### src/rtl/mhf_pkg.sv
package mhf_pkg;

    localparam int          CRC_W    = 32;
    localparam logic [31:0] CRC_POLY = 32'hEDB88320;
    localparam logic [31:0] CRC_SEED = 32'hFFFFFFFF;

    // Fold one byte into a reflected CRC, least significant bit first.
    function automatic logic [31:0] crc_fold_byte(input logic [31:0] c_in,
                                                  input logic [7:0]  d);
        logic [31:0] c;
        logic        fb;
        c = c_in;
        for (int k = 0; k < 8; k++) begin
            fb = c[0] ^ d[k];
            c  = {1'b0, c[31:1]} ^ (fb ? CRC_POLY : 32'h0);
        end
        return c;
    endfunction

endpackage

### src/rtl/mhf_crc_byte.sv
module mhf_crc_byte
    import mhf_pkg::*;
#(
    parameter int OUT_W = 6
) (
    input  logic             clk,
    input  logic             rst_n,
    input  logic             step_en,
    input  logic             restart,
    input  logic [7:0]       data_in,
    output logic [OUT_W-1:0] crc_low
);

    typedef struct packed {
        logic [CRC_W-1:0] crc;
    } crc_st_t;

    crc_st_t s_d, s_q;

    always_comb begin
        s_d = s_q;
        if (step_en) begin
            s_d.crc = crc_fold_byte(restart ? CRC_SEED : s_q.crc, data_in);
        end
    end

    always_ff @(posedge clk or negedge rst_n) begin
        if (!rst_n) s_q <= '{crc: CRC_SEED};
        else        s_q <= s_d;
    end

    assign crc_low = s_q.crc[OUT_W-1:0];

endmodule

### src/rtl/mhf_hash_index.sv
module mhf_hash_index #(
    parameter int IDX_W = 6
) (
    input  logic [IDX_W-1:0] crc_low,
    output logic [IDX_W-1:0] idx
);

    // Top bits of the reversed complement: reversed bit 31-i is ~crc[i].
    for (genvar i = 0; i < IDX_W; i++) begin : g_rev
        assign idx[IDX_W-1-i] = ~crc_low[i];
    end

endmodule

### src/rtl/mhf_table.sv
module mhf_table #(
    parameter int WORDS  = 2,
    parameter int WORD_W = 32,
    localparam int TOTAL = WORDS * WORD_W,
    localparam int IDX_W = $clog2(TOTAL),
    localparam int SEL_W = $clog2(WORDS)
) (
    input  logic              clk,
    input  logic              rst_n,
    input  logic              clr,
    input  logic              wr_en,
    input  logic [SEL_W-1:0]  wr_sel,
    input  logic [WORD_W-1:0] wr_data,
    input  logic              set_en,
    input  logic [IDX_W-1:0]  set_idx,
    input  logic [SEL_W-1:0]  rd_sel,
    output logic [WORD_W-1:0] rd_data,
    input  logic [IDX_W-1:0]  look_idx,
    output logic              look_hit
);

    typedef struct packed {
        logic [TOTAL-1:0] bits;
    } tbl_st_t;

    tbl_st_t          s_d, s_q;
    logic [TOTAL-1:0] set_mask;

    assign set_mask = set_en ? (TOTAL'(1) << set_idx) : '0;

    always_comb begin
        s_d = s_q;
        for (int w = 0; w < WORDS; w++) begin
            if (wr_en && wr_sel == SEL_W'(w)) s_d.bits[w*WORD_W +: WORD_W] = wr_data;
        end
        s_d.bits = s_d.bits | set_mask;
        if (clr) s_d.bits = '0;
    end

    always_ff @(posedge clk or negedge rst_n) begin
        if (!rst_n) s_q <= '{bits: '0};
        else        s_q <= s_d;
    end

    always_comb begin
        rd_data = '0;
        for (int w = 0; w < WORDS; w++) begin
            if (rd_sel == SEL_W'(w)) rd_data = s_q.bits[w*WORD_W +: WORD_W];
        end
    end

    assign look_hit = s_q.bits[look_idx];


    clr_zero_chk: assert property (@(posedge clk) disable iff (!rst_n)
        clr |=> (s_q.bits == '0));


    set_bit_chk: assert property (@(posedge clk) disable iff (!rst_n)
        (set_en && !clr) |=> s_q.bits[$past(set_idx)]);


    set_keep_chk: assert property (@(posedge clk) disable iff (!rst_n)
        (set_en && !wr_en && !clr) |=>
            ((s_q.bits & ~$past(set_mask)) == ($past(s_q.bits) & ~$past(set_mask))));

endmodule

### src/rtl/mcast_hash_filter.sv
module mcast_hash_filter #(
    parameter int TABLE_WORDS = 2,
    parameter int WORD_W      = 32,
    parameter int ADDR_BYTES  = 6,
    localparam int IDX_W = $clog2(TABLE_WORDS * WORD_W),
    localparam int SEL_W = $clog2(TABLE_WORDS)
) (
    input  logic              clk,
    input  logic              rst_n,
    input  logic              byte_valid,
    input  logic              frame_start,
    input  logic [7:0]        byte_data,
    input  logic              promisc_mc,
    input  logic              tbl_clr,
    input  logic              tbl_wr_en,
    input  logic [SEL_W-1:0]  tbl_wr_sel,
    input  logic [WORD_W-1:0] tbl_wr_data,
    input  logic              tbl_set_en,
    input  logic [IDX_W-1:0]  tbl_set_idx,
    input  logic [SEL_W-1:0]  tbl_rd_sel,
    output logic [WORD_W-1:0] tbl_rd_data,
    output logic              dec_valid,
    output logic              dec_accept,
    output logic              dec_is_mcast,
    output logic [IDX_W-1:0]  dec_index
);

    localparam int CNT_W = $clog2(ADDR_BYTES + 1);
    localparam logic [CNT_W-1:0] CNT_IDLE = CNT_W'(ADDR_BYTES);
    localparam logic [CNT_W-1:0] CNT_LAST = CNT_W'(ADDR_BYTES - 1);

    typedef struct packed {
        logic [CNT_W-1:0] cnt;   // bytes taken so far; CNT_IDLE when none expected
        logic             mc;
        logic             dv;
    } fr_st_t;

    fr_st_t           s_d, s_q;
    logic [CNT_W-1:0] pos;
    logic             addr_byte;
    logic [IDX_W-1:0] crc_low;
    logic             hit;

    assign pos       = frame_start ? '0 : s_q.cnt;
    assign addr_byte = byte_valid && (frame_start || s_q.cnt != CNT_IDLE);

    always_comb begin
        s_d    = s_q;
        s_d.dv = 1'b0;
        if (addr_byte) begin
            s_d.cnt = pos + 1'b1;
            if (frame_start) s_d.mc = byte_data[0];
            if (pos == CNT_LAST) s_d.dv = 1'b1;
        end
    end

    always_ff @(posedge clk or negedge rst_n) begin
        if (!rst_n) s_q <= '{cnt: CNT_IDLE, mc: 1'b0, dv: 1'b0};
        else        s_q <= s_d;
    end

    mhf_crc_byte #(.OUT_W(IDX_W)) u_crc (
        .clk     (clk),
        .rst_n   (rst_n),
        .step_en (addr_byte),
        .restart (frame_start),
        .data_in (byte_data),
        .crc_low (crc_low)
    );

    mhf_hash_index #(.IDX_W(IDX_W)) u_idx (
        .crc_low (crc_low),
        .idx     (dec_index)
    );

    mhf_table #(.WORDS(TABLE_WORDS), .WORD_W(WORD_W)) u_tbl (
        .clk      (clk),
        .rst_n    (rst_n),
        .clr      (tbl_clr),
        .wr_en    (tbl_wr_en),
        .wr_sel   (tbl_wr_sel),
        .wr_data  (tbl_wr_data),
        .set_en   (tbl_set_en),
        .set_idx  (tbl_set_idx),
        .rd_sel   (tbl_rd_sel),
        .rd_data  (tbl_rd_data),
        .look_idx (dec_index),
        .look_hit (hit)
    );

    assign dec_valid    = s_q.dv;
    assign dec_is_mcast = s_q.dv & s_q.mc;
    assign dec_accept   = s_q.dv & (s_q.mc ? (promisc_mc | hit) : 1'b1);


    dv_pulse_chk: assert property (@(posedge clk) disable iff (!rst_n)
        dec_valid |=> !dec_valid);


    dv_cause_chk: assert property (@(posedge clk) disable iff (!rst_n)
        dec_valid |-> $past(byte_valid));


    promisc_chk: assert property (@(posedge clk) disable iff (!rst_n)
        (dec_valid && dec_is_mcast && promisc_mc) |-> dec_accept);


    ucast_pass_chk: assert property (@(posedge clk) disable iff (!rst_n)
        (dec_valid && !dec_is_mcast) |-> dec_accept);

endmodule

### config.mk
export PLATFORM = sky130hd
export DESIGN_NAME = mcast_hash_filter
export DESIGN_NICKNAME = d
export VERILOG_FILES = /design/src/rtl/mhf_pkg.sv /design/src/rtl/mhf_crc_byte.sv /design/src/rtl/mhf_hash_index.sv /design/src/rtl/mhf_table.sv /design/src/rtl/mcast_hash_filter.sv
export SDC_FILE = /design/constraint.sdc
export NUM_CORES = 1
export LEC_CHECK = 0
export ABC_AREA = 1
export CAP_MARGIN = 10
export CORE_MARGIN = 4
export CORE_UTILIZATION = 46
export CTS_CLUSTER_SIZE = 24
export DETAILED_ROUTE_END_ITERATION = 6
export GPL_TIMING_DRIVEN = 1
export PLACE_DENSITY = 0.72
export SLEW_MARGIN = 20
export SYNTH_ARGS = -nofsm -noshare
export SYNTH_HDL_FRONTEND = slang
export SYNTH_SLANG_ARGS = --single-unit
### constraint.sdc
create_clock -name clk -period 2 [get_ports clk]
set_clock_uncertainty 0.1 [all_clocks]
set_input_delay 0.4 -clock clk [delete_from_list [all_inputs] [get_ports clk]]
set_output_delay 0.4 -clock clk [all_outputs]
set_load 0.02 [all_outputs]
# Yosys cells after proc, flatten, opt, wreduce, memory -nomap -nowiden
# Index checks and enable logic that the tools add are counted.
# word_totals
regBits	101
inputBits	56
elab_cells	62
# op_classes
add_sub_neg	1
order_cmp	1
n_eq_ne	2
shift	1
muxes	20
bitwise	27
n_reduce_logical	5
# ops
op	count
2-to-1 mux 32 bit	12
XOR 31 x 32 -> 32 bit	8
2-to-1 mux 64 bit	2
OR 64 bit	1
<< shifter 1 x 6 -> 64 bit (first input constant)	1
XOR 1 bit	8
< comparator 6 x 7 -> 1 bit (second input constant)	1
inverter 1 bit	7
binary-select mux 1 bit (select 6 bit)	1
2-to-1 mux 1 bit	4
adder 3 x 1 -> 3 bit (second input constant)	1
equality test 3 bit (second input constant)	1
logical AND 1 bit	3
2-to-1 mux 3 bit	1
inequality test 3 bit (second input constant)	1
bitwise AND 1 bit	2
AND reduction 2 bit	1
logical OR 1 bit	1
OR 1 bit	1

# Depth between registers and ports, before layout
# logic_depth
ltp_word	25
ltp_mapped	14
ltp_nobuf	13

# Modules after synthesis
# Synthesis repeated with hierarchy kept, for this count alone.
# unflattened
cells_unflattened	1024
hier_area_um2	7249.5
# modules_own_cells
module	n_inst	cells_per_inst	area_per_inst_um2
mhf_table	1	619	4300.4
mhf_crc_byte	1	358	2616.3
mcast_hash_filter	1	41	310.3
mhf_hash_index	1	6	22.5

# Least setup slack after synthesis
# Ideal clock, no wire load.
# synth_path
kind	reg2out
startpoint	register u_crc.s_q[5] (netlist bit)
endpoint	output port dec_accept
t_arrival_ps	1852
path_slack_ps	-352
stages_incl_launch_ff	14
n_path_buf	2
path_cell_list	dfstp_2 > clkbuf_1 > inv_1 > buf_1 > nand2_1 > nand3_1 > nand3_1 > nand3_1 > nand2_1 > nand2_1 > nand3_1 > nand3_1 > nand2_1 > inv_1
# synth_via
elab_chain_cells	6
# synth_lines
item	line	rtl
from (decl)	mhf_crc_byte.sv:18	crc_st_t s_d, s_q;
from (signal assigned)	mhf_crc_byte.sv:28	if (!rst_n) s_q <= '{crc: CRC_SEED};
inverter 1 bit	mhf_hash_index.sv:10	assign idx[IDX_W-1-i] = ~crc_low[i];
via dec_index[0]	mcast_hash_filter.sv:25	output logic [IDX_W-1:0] dec_index
binary-select mux 1 bit (select 6 bit)	mhf_table.sv:52	assign look_hit = s_q.bits[look_idx];
2-to-1 mux 1 bit (implied by the code)	mhf_table.sv:52	
OR 1 bit	mcast_hash_filter.sv:93	assign dec_accept = s_q.dv & (s_q.mc ? (promisc_mc | hit) : 1'b1);
2-to-1 mux 1 bit	mcast_hash_filter.sv:93	
bitwise AND 1 bit	mcast_hash_filter.sv:93	
to (decl)	mcast_hash_filter.sv:23	output logic dec_accept,
# The timed path passes the listed nets, and every way through them passes these cells. The select of a mux whose other input is x is not followed.

# Worst setup path in the final report
# layout_path
startpoint	register u_crc.s_q[5] (netlist bit)
endpoint	output port dec_accept
# layout_via
elab_chain_cells	6
# layout_lines
item	line
inverter 1 bit	mhf_hash_index.sv:10
binary-select mux 1 bit (select 6 bit)	mhf_table.sv:52
2-to-1 mux 1 bit (implied by the code)	mhf_table.sv:52
OR 1 bit	mcast_hash_filter.sv:93
2-to-1 mux 1 bit	mcast_hash_filter.sv:93
bitwise AND 1 bit	mcast_hash_filter.sv:93
# Every way passes these cells. The select of a mux whose other input is x is not followed.

==> flow_summary.toml <==
[global_routing]
overflow = 0
grt_use_total_pct = 26.7
grt_max_degree = 65
grt_pass1_vias = 6988
antenna_found_initial = 0
grt_first_pass_wirelength_um = 35500

[cts]
clock_latency_ns = 0.35
cts.path.max_buffers = 2
cts_tree = "built"
cts_made_buffers = 9
cts-root-buf = "clkbuf_16"
htree_levels = 3
cts_sinks = 101
clk_pin_slew_ns = 0.07

[synth]
synthCells = 969
synthSimpleGateAreaFrac_pct = 30.6
synth_most_common_cell = "nand2_1"
synth_ff_type = "dfrtp_1"
yosys_warnings = 0
syn_area_um2 = 6870
synth_top_area_cell = "dfrtp_1"
synth_adder_area_share_pct = 0.364
synth_seq_cells = 101
synth_edf_count = 0
synth_area_leaders = "dfrtp_1 (24%), nand2_1 (16%), dfstp_2 (13%), nand3_1 (6.7%), nor2_1 (5.1%)"
synth.distinct_cells = 38
synth_top_family_by_area = "simple AND/OR/NAND/NOR gates"
yosysSeqAreaShare_pct = 37.4
async_reset_ff_share_pct = 100
synth_top_area_share_pct = 24.4
synth_compound_area_share_pct = 11.8
synth_common_cells = "nand2_1 (292), nor2_1 (93), nand3_1 (92)"
synth.area.mux_share_pct = 4.81
syn_area_per_cell_um2 = 7.08
synth_nets = 1027
synth-xor-area-share_pct = 6.98

[timing]
min_period_over_period_pct = 125
rsz0062_at_grt = "yes"
finalSetupViolCount = 9
period_minus_slack_ns = 2.50
finalHoldViolCount = 0
max_freq_mhz = 399
tightestPinTransition_ns = 0.461
slew_headroom_pct = 69.3
final_max_slew_viol_count = 0
fin_ws_ns = -0.503

[power]
comb_power_share_pct = 54.0
intPower_w = 0.00615
switching_share_pct = 40.1
power_frac_seq_pct = 29.0
vdd.ir_drop.worst_mv = 0.574
p_leak_nw = 4.79
p_total_w = 0.0103
p_per_area_nw_per_um2 = 1050
clkPwrFrac_pct = 17.1
netSwitchingPower_w = 0.00412

[hold_path]
hp-class = "register to register"
min_from = "u_crc.s_q[14]"
holdPathEnd = "u_crc.s_q[14]"
worstHoldPathCells = 2

[placed_design]
dp_hpwl_um = 16000
io_buffer_count = 96
gp_congestion = 0.976
dp_slack_ns = -0.637
placed_cells = 1334

[critical_path]
startpoint_type = "register"
worstRegToRegCells = 12
crit_arrival_ns = 2.00
worstPathMaxFanout = 11
r2r-end = "u_crc.s_q[16]"
cp-end-kind = "output port"
r2r-start = "u_crc.s_q[2]"
path_class = "register to output port"
reg2reg_slack_ns = -0.17
worst_ep_required_time_ns = 1.50

[die]
start_util_pct = 47.1
num_rows = 44
core_area_um2 = 14600
io_pins = 97
die_x_um = 130
die_h_um = 130
die_area_um2 = 16900

[final_layout]
fin_nets = 1239
fin_util_pct = 67.3
syn2layout_area_growth_pct = 43.0
fin_cells = 1369
drive_gt1_share_pct = 26.2
fill_cells = 1157
antennaDiodeCount = 0

[detailed_routing]
finalWirelength_um = 22800
drt-wirelength-per-cell_um = 16.7
num_vias = 7435
postRouteAntennaNets = 0
first_pass_iters = 5
post-route-drc-count = 0
drtIter0Drc = 904
viasPerCell = 5.43

[outcome]
status = "finished with violations"
violations = "negative setup slack"

[run]
cap_violations = 0
==> layer usage <==
metal	global-route usage, %	wire length, µm	vias to the layer above	share of wire (%)
met3	4.99	2030	55	8.9
met5	0	0	-	0
met1	39.1	9890	3471	43
met2	40.3	10400	355	45
met4	8.31	546	0	2.4
li1	-	-	3554	-
==> worst max path at each step <==
stage / start / to / slack, ns
after global placement: u_crc.s_q[5] / dec_accept / -0.57
after floorplan: u_crc.s_q[5] / dec_accept / 0.006
after global routing: u_crc.s_q[5] / dec_accept / -0.65
final: u_crc.s_q[5] / dec_accept / -0.50
after CTS: u_crc.s_q[5] / dec_accept / -0.46
after detailed placement: u_crc.s_q[5] / dec_accept / -0.64
==> kinds of logic after synthesis <==
logic type / count (synthesis)
AOI/OAI and AO/OA: 147
xor gates and xnor gates: 47
adders and majority gates: 2
buffers and inverters: 138
DFF: 101
muxes: 32
and+or+nand+nor: 502
==> final cells by class <==
class / count / area [µm²] / share of cell area (%)
Multi-Input combinational cell: 730 / 4020 / 40.9
Sequential cell: 101 / 2570 / 26.2
Timing Repair Buffer: 256 / 2360 / 24.1
Inverter: 83 / 359 / 3.66
Clock buffer: 11 / 233 / 2.37
Tap cell: 184 / 230 / 2.34
Clock inverter: 4 / 50.0 / 0.510
==> worst max-delay path, cell delays in order (launching register included) <==
cell and delay, ns:
dfstp_2 0.56, buf_12 0.14, buf_8 0.13, nand2_1 0.05, nand3_1 0.08, nand3_1 0.08, nand3_1 0.08, nand2_1 0.06
nand2_1 0.06, nand3_1 0.09, nand3_2 0.09, nand2_1 0.06, inv_2 0.05, buf_6 0.10
==> sequential cells by signal, indices dropped and copies added, names as in the netlist <==
signal / count
u_crc.s_q: 32
u_tbl.s_q: 64
s_q: 4
dec_valid: 1
==> cell usage in the layout, fill, tap and decap left out, drive strengths merged, types with 3 or more instances in the layout <==
| cell type | n |
|---|---|
| mux2 | 8 |
| dfrtp | 67 |
| inv | 81 |
| xor2 | 36 |
| nand2 | 301 |
| xnor2 | 11 |
| clkdlybuf4s15 | 4 |
| nor3 | 8 |
| nand3 | 94 |
| clkbuf | 20 |
| o21ai | 77 |
| a221oi | 16 |
| nor2 | 95 |
| a21oi | 49 |
| buf | 165 |
| dfstp | 34 |
| clkinvlp | 3 |
| mux2i | 24 |
| dlygate4sd2 | 22 |
| clkdlybuf4s50 | 53 |
==> power groups by stage <==
stage	registers (W)	logic (W)	clock network, W
2_1_floorplan	0.00288	0.00293	0
5_1_grt	0.00301	0.00604	0.00185
4_1_cts	0.00295	0.00500	0.00177
3_3_place_gp	0.00297	0.00441	0
3_5_place_dp	0.00297	0.00450	0
6_report	0.00297	0.00554	0.00175
==> per-stage QoR <==
step	hold slack (ns)	area [µm²]	TNS [ns]
floorplan	0.00441	6920	0
global placement	0.273	9050	-15.16
detailed placement	0.276	9050	-15.65
CTS	0.370	9600	-1.08
global route	0.379	9820	-2.23
finish	0.366	9820	-1.27
==> timing repair <==
item                                   CTS  global route
gates resized for setup                 93            74
pin swaps                                9            23
setup endpoints to repair               58            36
hold buffers                             1             0
cloned                                   1             0
endpoints found under the hold margin    3             0
setup buffers                           13             6
No activity file was read; power rests on OpenSTA's default activity.
